--- src/rtl/semflag_pkg.sv ---
package semflag_pkg;
  typedef enum logic [1:0] {
    OWN_NONE  = 2'b00,
    OWN_LEFT  = 2'b01,
    OWN_RIGHT = 2'b10
  } owner_e;
endpackage

--- src/rtl/semflag_decode.sv ---
module semflag_decode #(
  parameter int NUM_FLAGS = 8,
  localparam int ADDR_W   = $clog2(NUM_FLAGS)
) (
  input  logic                 clk,
  input  logic                 rst_n,
  input  logic                 sel,
  input  logic [ADDR_W-1:0]    addr,
  input  logic                 wr,
  input  logic                 wbit,
  output logic [NUM_FLAGS-1:0] req_vec,
  output logic [NUM_FLAGS-1:0] rel_vec
);
  logic wr_en;

  assign wr_en = sel & wr;

  for (genvar g = 0; g < NUM_FLAGS; g++) begin : g_dec
    logic hit;
    assign hit        = wr_en & (addr == ADDR_W'(g));
    assign req_vec[g] = hit & ~wbit;
    assign rel_vec[g] = hit &  wbit;
  end

  // one write strobe reaches at most one token
  p_one_target_r2: assert property (@(posedge clk) disable iff (!rst_n)
    $onehot0(req_vec | rel_vec));

  // nothing reaches any token without select
  p_sel_gate_r10: assert property (@(posedge clk) disable iff (!rst_n)
    !sel |-> ((req_vec | rel_vec) == '0));
endmodule

--- src/rtl/semflag_cell.sv ---
module semflag_cell
  import semflag_pkg::*;
(
  input  logic clk,
  input  logic rst_n,
  input  logic req_l,
  input  logic rel_l,
  input  logic req_r,
  input  logic rel_r,
  output logic own_l,
  output logic own_r
);
  owner_e owner_q, owner_d;
  logic   pend_l_q, pend_l_d;
  logic   pend_r_q, pend_r_d;
  logic   upd_en;

  assign upd_en = req_l | rel_l | req_r | rel_r;

  always_comb begin
    owner_d  = owner_q;
    pend_l_d = pend_l_q;
    pend_r_d = pend_r_q;
    unique case (owner_q)
      OWN_NONE: begin
        if (req_l) begin
          owner_d  = OWN_LEFT;
          pend_r_d = req_r;
          pend_l_d = 1'b0;
        end else if (req_r) begin
          owner_d  = OWN_RIGHT;
          pend_l_d = 1'b0;
          pend_r_d = 1'b0;
        end
      end
      OWN_LEFT: begin
        if (rel_l) begin
          if ((pend_r_q | req_r) & ~rel_r) begin
            owner_d  = OWN_RIGHT;
          end else begin
            owner_d  = OWN_NONE;
          end
          pend_r_d = 1'b0;
          pend_l_d = 1'b0;
        end else begin
          if (rel_r)      pend_r_d = 1'b0;
          else if (req_r) pend_r_d = 1'b1;
        end
      end
      OWN_RIGHT: begin
        if (rel_r) begin
          if ((pend_l_q | req_l) & ~rel_l) begin
            owner_d  = OWN_LEFT;
          end else begin
            owner_d  = OWN_NONE;
          end
          pend_l_d = 1'b0;
          pend_r_d = 1'b0;
        end else begin
          if (rel_l)      pend_l_d = 1'b0;
          else if (req_l) pend_l_d = 1'b1;
        end
      end
      default: begin
        owner_d  = OWN_NONE;
        pend_l_d = 1'b0;
        pend_r_d = 1'b0;
      end
    endcase
  end

  always_ff @(posedge clk or negedge rst_n) begin
    if (!rst_n) begin
      owner_q  <= OWN_NONE;
      pend_l_q <= 1'b0;
      pend_r_q <= 1'b0;
    end else if (upd_en) begin
      owner_q  <= owner_d;
      pend_l_q <= pend_l_d;
      pend_r_q <= pend_r_d;
    end
  end

  assign own_l = (owner_q == OWN_LEFT);
  assign own_r = (owner_q == OWN_RIGHT);

  // the holder cannot also be waiting
  p_no_self_pend_r5: assert property (@(posedge clk) disable iff (!rst_n)
    (own_l |-> !pend_l_q) and (own_r |-> !pend_r_q));

  // a holder keeps the token until it releases
  p_hold_r5: assert property (@(posedge clk) disable iff (!rst_n)
    (own_l && !rel_l) |=> own_l);

  // release with a waiter hands over at once
  p_handoff_r6: assert property (@(posedge clk) disable iff (!rst_n)
    (own_l && rel_l && pend_r_q && !rel_r) |=> own_r);

  // release with nobody waiting frees the token
  p_free_r7: assert property (@(posedge clk) disable iff (!rst_n)
    (own_r && rel_r && !pend_l_q && !req_l) |=> (!own_l && !own_r));

  // tie on a free token goes left, right stays queued
  p_tie_r9: assert property (@(posedge clk) disable iff (!rst_n)
    (!own_l && !own_r && req_l && req_r) |=> (own_l && pend_r_q));

  // a non-owner release drops that port's own wait
  p_cancel_r8: assert property (@(posedge clk) disable iff (!rst_n)
    (own_l && rel_r && !rel_l) |=> (own_l && !pend_r_q));
endmodule

--- src/rtl/semflag_view.sv ---
module semflag_view #(
  parameter int NUM_FLAGS = 8,
  parameter int DATA_W    = 8,
  localparam int ADDR_W   = $clog2(NUM_FLAGS)
) (
  input  logic                 clk,
  input  logic                 rst_n,
  input  logic                 sel,
  input  logic                 rd,
  input  logic [ADDR_W-1:0]    addr,
  input  logic [NUM_FLAGS-1:0] mine_vec,
  output logic [DATA_W-1:0]    rdata
);
  logic              rd_en;
  logic [DATA_W-1:0] rdata_d;

  assign rd_en = sel & rd;

  always_comb begin
    rdata_d = {DATA_W{~mine_vec[addr]}};
  end

  always_ff @(posedge clk or negedge rst_n) begin
    if (!rst_n) begin
      rdata <= '1;
    end else if (rd_en) begin
      rdata <= rdata_d;
    end
  end

  // read data is always a replicated status bit
  p_replicated_r4: assert property (@(posedge clk) disable iff (!rst_n)
    (rdata == '0) || (rdata == '1));

  // read data holds without a selected read
  p_hold_rdata_r11: assert property (@(posedge clk) disable iff (!rst_n)
    !rd_en |=> $stable(rdata));
endmodule

--- src/rtl/semflag_unit.sv ---
module semflag_unit #(
  parameter int NUM_FLAGS = 8,
  parameter int DATA_W    = 8,
  localparam int ADDR_W   = $clog2(NUM_FLAGS)
) (
  input  logic              clk,
  input  logic              rst_n,
  input  logic              lp_sel,
  input  logic [ADDR_W-1:0] lp_addr,
  input  logic              lp_wr,
  input  logic              lp_wbit,
  input  logic              lp_rd,
  output logic [DATA_W-1:0] lp_rdata,
  input  logic              rp_sel,
  input  logic [ADDR_W-1:0] rp_addr,
  input  logic              rp_wr,
  input  logic              rp_wbit,
  input  logic              rp_rd,
  output logic [DATA_W-1:0] rp_rdata
);
  logic [1:0]           rst_pipe_q;
  logic                 rst_int_n;
  logic [NUM_FLAGS-1:0] l_req, l_rel, r_req, r_rel;
  logic [NUM_FLAGS-1:0] l_own, r_own;

  always_ff @(posedge clk or negedge rst_n) begin
    if (!rst_n) rst_pipe_q <= 2'b00;
    else        rst_pipe_q <= {rst_pipe_q[0], 1'b1};
  end
  assign rst_int_n = rst_pipe_q[1];

  semflag_decode #(.NUM_FLAGS(NUM_FLAGS)) u_dec_l (
    .clk(clk), .rst_n(rst_int_n), .sel(lp_sel), .addr(lp_addr),
    .wr(lp_wr), .wbit(lp_wbit), .req_vec(l_req), .rel_vec(l_rel));

  semflag_decode #(.NUM_FLAGS(NUM_FLAGS)) u_dec_r (
    .clk(clk), .rst_n(rst_int_n), .sel(rp_sel), .addr(rp_addr),
    .wr(rp_wr), .wbit(rp_wbit), .req_vec(r_req), .rel_vec(r_rel));

  for (genvar g = 0; g < NUM_FLAGS; g++) begin : g_cell
    semflag_cell u_cell (
      .clk(clk), .rst_n(rst_int_n),
      .req_l(l_req[g]), .rel_l(l_rel[g]),
      .req_r(r_req[g]), .rel_r(r_rel[g]),
      .own_l(l_own[g]), .own_r(r_own[g]));
  end

  semflag_view #(.NUM_FLAGS(NUM_FLAGS), .DATA_W(DATA_W)) u_view_l (
    .clk(clk), .rst_n(rst_int_n), .sel(lp_sel), .rd(lp_rd),
    .addr(lp_addr), .mine_vec(l_own), .rdata(lp_rdata));

  semflag_view #(.NUM_FLAGS(NUM_FLAGS), .DATA_W(DATA_W)) u_view_r (
    .clk(clk), .rst_n(rst_int_n), .sel(rp_sel), .rd(rp_rd),
    .addr(rp_addr), .mine_vec(r_own), .rdata(rp_rdata));

  // no token is ever owned by both ports
  p_exclusive_r3: assert property (@(posedge clk) disable iff (!rst_int_n)
    (l_own & r_own) == '0);

  // first cycle out of reset has no owners
  p_reset_free_r1: assert property (@(posedge clk)
    (rst_int_n && !$past(rst_int_n)) |-> ((l_own | r_own) == '0));
endmodule

--- config.mk ---
export PLATFORM = sky130hd
export DESIGN_NAME = semflag_unit
export DESIGN_NICKNAME = d
export VERILOG_FILES = /design/src/rtl/semflag_pkg.sv /design/src/rtl/semflag_decode.sv /design/src/rtl/semflag_cell.sv /design/src/rtl/semflag_view.sv /design/src/rtl/semflag_unit.sv
export SDC_FILE = /design/constraint.sdc
export NUM_CORES = 1
export LEC_CHECK = 0
export ABC_CLOCK_PERIOD_IN_PS = 2080
export BUFFER_PORTS_ARGS = -buffer_cell sky130_fd_sc_hd__buf_2
export CAP_MARGIN = 30
export CORE_MARGIN = 4
export CORE_UTILIZATION = 66
export CTS_BUF_LIST = sky130_fd_sc_hd__clkbuf_4 sky130_fd_sc_hd__clkbuf_8
export DETAILED_ROUTE_END_ITERATION = 8
export GPL_TIMING_DRIVEN = 0
export PLACE_DENSITY = 0.95
export SETUP_SLACK_MARGIN = 0.1
export SLEW_MARGIN = 20
export SYNTH_ARGS = -nofsm -noshare
export SYNTH_HDL_FRONTEND = slang
export SYNTH_SLANG_ARGS = --single-unit
--- constraint.sdc ---
create_clock -name clk -period 2.08 [get_ports clk]
set_input_delay 0.416 -clock clk [delete_from_list [all_inputs] [get_ports clk]]
set_output_delay 0.416 -clock clk [all_outputs]
set_load 0.01 [all_outputs]
==> results_dict.tcl <==
set metrics [dict create \
    vias 3430 \
    top_level_ports 32 \
    die_h_um 76.98 \
    yosysTopAreaCellShare_pct 27.09 \
    synth_top_cell_by_area "dfrtp_1" \
    drive_gt1_share_pct 18.81 \
    worst_pin_slew_ns 0.7749 \
    die_w_um 76.98 \
    viasPerCell 7.029 \
    placed_area_mm2 0.003332 \
    instances_no_fill 488 \
    powerDensity_mw_per_mm2 1026 \
    syn_inst 402 \
    slew_viol_final 0 \
    reg2reg_depth 6 \
    pwr-share-clk_pct 14.7 \
    wl_um 8867 \
    cts_tree "done" \
    drtAntennaViolNets 0 \
    clk_latency_ns 0.29 \
    hold_ws_ns 0.3465 \
    period_needed_ns 1.956 \
    pre_cts_ws_ns -0.1048 \
    worstPathMaxFanout 10 \
    critPathLaunchType "input port" \
    route.detailed.drc 0 \
    syn_nets 418 \
    crit_arrival_ns 2.13 \
    maxCapViolCount 0 \
    rsz0062_at_grt "false" \
    cts-resized-gates 0 \
    yosysSeqAreaShare_pct 28.76 \
    setup_violations 0 \
    ys_types 72 \
    area_growth_pct 9.243 \
    fillers 341 \
    grt_max_degree 35 \
    pwr-share-seq_pct 33.1 \
    drt_iter0_drc 523 \
    gr-total-overflow 0 \
    dpl.hpwl_um 6465 \
    antenna_found_initial 0 \
    avgSynthCellArea_um2 7.812 \
    core_area_mm2 0.004474 \
    cts-root-buf "clkbuf_8" \
    yosysWarnings 0 \
    crit_type "in2reg" \
    rows 24 \
    switching_share_pct 42.76 \
    grt_usage_pct 30.24 \
    power_frac_comb_pct 52.1 \
    ys_seq_elements 36 \
    max_slew_margin_pct 48.34 \
    clock_sinks 36 \
    power.total_mw 3.521 \
    layout_setup_ws_ns 0.1244 \
    stdcell_area_mm2 0.003431 \
    clockBufferDepth 2 \
    p_leak_nw 1.389 \
    r2r_end "u_view_l.rdata[0]" \
    hold_class "reg2async" \
    async_reset_ff_share_pct 100.0 \
    postCtsSetupRepairBufs 0 \
    skew_ns 0.005088 \
    grt_pass1_vias 3238 \
    max_freq_ghz 0.5113 \
    io_buffers 25 \
    end_kind "flip-flop" \
    cts_htree_levels 2 \
    hold_violations 0 \
    r2r_slack_ns 0.27 \
    gp_congestion 0.9724 \
    numCtsBuffers 5 \
    period_share_pct 94.02 \
    ys.flop_type "dfrtp_1" \
    final_util_pct 76.68 \
    worstPathRequired_ns 2.26 \
    die_area_mm2 0.005926 \
    syn_area_mm2 0.003141 \
    dp.cells 479 \
    synth_edf_count 0 \
    antenna_cells 0 \
    hold_buffers 1 \
    initial_core_util_pct 70.19 \
    cts.clk_slew.worst_paths_ns 0.07 \
    nets 451 \
    grt_pass1_wl_um 14880 \
    status "complete, no violations" \
    drt_pass1_iterations 6 \
    ir_drop_mv 0.5922 \
    r2r_start "g_cell[7].u_cell.owner_q[0]" \
    tns_ns 0 \
    intPower_mw 2.015 \
    power_switching_mw 1.506 \
    synth.area.top_cells "dfrtp_1 (27%), nor2_1 (5.5%), a21oi_1 (4.8%), o21ai_0 (4.6%), buf_4 (4.5%)" \
    avgRoutedWirePerCell_um 18.17 \
]
registers in the layout (all words and copies together), names as in the netlist:
| signal | cells |
|---|---|
| g_cell.u_cell.owner_q | 16 |
| g_cell.u_cell.pend_l_q | 8 |
| g_cell.u_cell.pend_r_q | 8 |
| rst_pipe_q | 2 |
| u_view_l.rdata | 1 |
| u_view_r.rdata | 1 |
cell type report:
cell class / instances / area (µm²) / area share (%)
plain buffers: 50 / 272.8 / 7.950
clock buffers: 7 / 83.83 / 2.443
clock inverters: 1 / 5.005 / 0.1459
inverters: 11 / 41.29 / 1.204
multi-input cells: 305 / 1923 / 56.05
flip-flops and latches: 36 / 904.6 / 26.37
well taps: 52 / 65.06 / 1.896
repair buffers: 26 / 135.1 / 3.939
routing by layer:
metal | GRT usage, % | part of all wire [%] | vias to the layer above
met4 | 12.10 | 3.3 | 0
li1 | - | - | 1564
met5 | 0 | 0 | -
met3 | 5.386 | 10 | 42
met1 | 40.59 | 40 | 1583
met2 | 48.34 | 46 | 241
power groups by stage:
stage / logic [mW] / clock network [mW] / registers, mW
final: 1.84 / 0.519 / 1.17
after global routing: 2.02 / 0.556 / 1.20
after CTS: 1.79 / 0.512 / 1.16
after detailed placement: 1.78 / 0 / 1.17
after global placement: 1.71 / 0 / 1.15
after floorplan: 1.40 / 0 / 1.12
synth_stat cells (2+ instances only):
cell      number
nor2_1        46
dfrtp_1       34
a21oi_1       30
o21ai_0       29
nand2_1       27
clkbuf_1      20
buf_4         19
inv_1         11
a31oi_1       10
buf_2         10
nand2b_1      10
nand3_1       10
and3_1         9
nor3_1         8
a211oi_1       7
o22ai_1        7
nor4_1         6
o21ai_1        6
a22oi_1        5
a311oi_1       5
nor2b_1        5
o31ai_1        5
a21o_1         4
mux2_1         4
o221ai_1       4
o32ai_1        4
a32oi_1        3
mux2_2         3
nor3b_1        3
o211ai_1       3
o21a_1         3
o41ai_1        3
a211o_1        2
a22o_1         2
a32o_1         2
and3b_1        2
dfstp_2        2
nand4b_1       2
o31a_1         2
or2_0          2
or2_1          2
cells in the final DEF, fill, tap and decap left out, drive strengths merged, types with 3 or more instances in the layout:
master / instances
a32oi: 3
a21o: 4
inv: 11
dfrtp: 34
or2: 4
nor2: 46
o221ai: 4
nand2b: 10
nor3b: 3
nand4b: 3
a311oi: 5
nand2: 27
o21ai: 35
o41ai: 3
o31ai: 5
a31oi: 10
nor4: 7
nor2b: 5
buf: 54
a21oi: 30
o22ai: 7
o21a: 3
a22oi: 5
a211oi: 7
and3: 9
mux2: 8
clkbuf: 28
nand3: 11
o32ai: 4
o211ai: 4
nor3: 10
worst max-delay path by stage:
stage / startpoint / to / slack [ns] / cells after the start
2_1_floorplan: rp_sel / g_cell[5].u_cell.pend_r_q / 0.25 / 7
6_report: lp_wbit / g_cell[5].u_cell.pend_r_q / 0.12 / 7
3_5_place_dp: lp_wbit / g_cell[5].u_cell.pend_r_q / -0.10 / 7
3_3_place_gp: lp_wbit / g_cell[5].u_cell.pend_r_q / -0.05 / 7
5_1_grt: lp_wbit / g_cell[5].u_cell.pend_r_q / 0.10 / 7
4_1_cts: lp_wbit / g_cell[5].u_cell.pend_r_q / 0.19 / 7
worst max-delay path, stage by stage:
cell,delay (ns)
buf_2,0.10
buf_2,0.18
nand4bb_1,0.37
nor3_1,0.40
a2111oi_4,0.10
a31oi_1,0.22
mux2_1,0.35
cell families after synthesis:
group	Yosys count	share of synthesized area, %
mux	9	3.705
buf+inv	61	10.00
compound gates	151	33.03
other cells	1	0.1194
flops	36	28.77
simple gates	144	24.38
(Power assumes the default switching activity.)
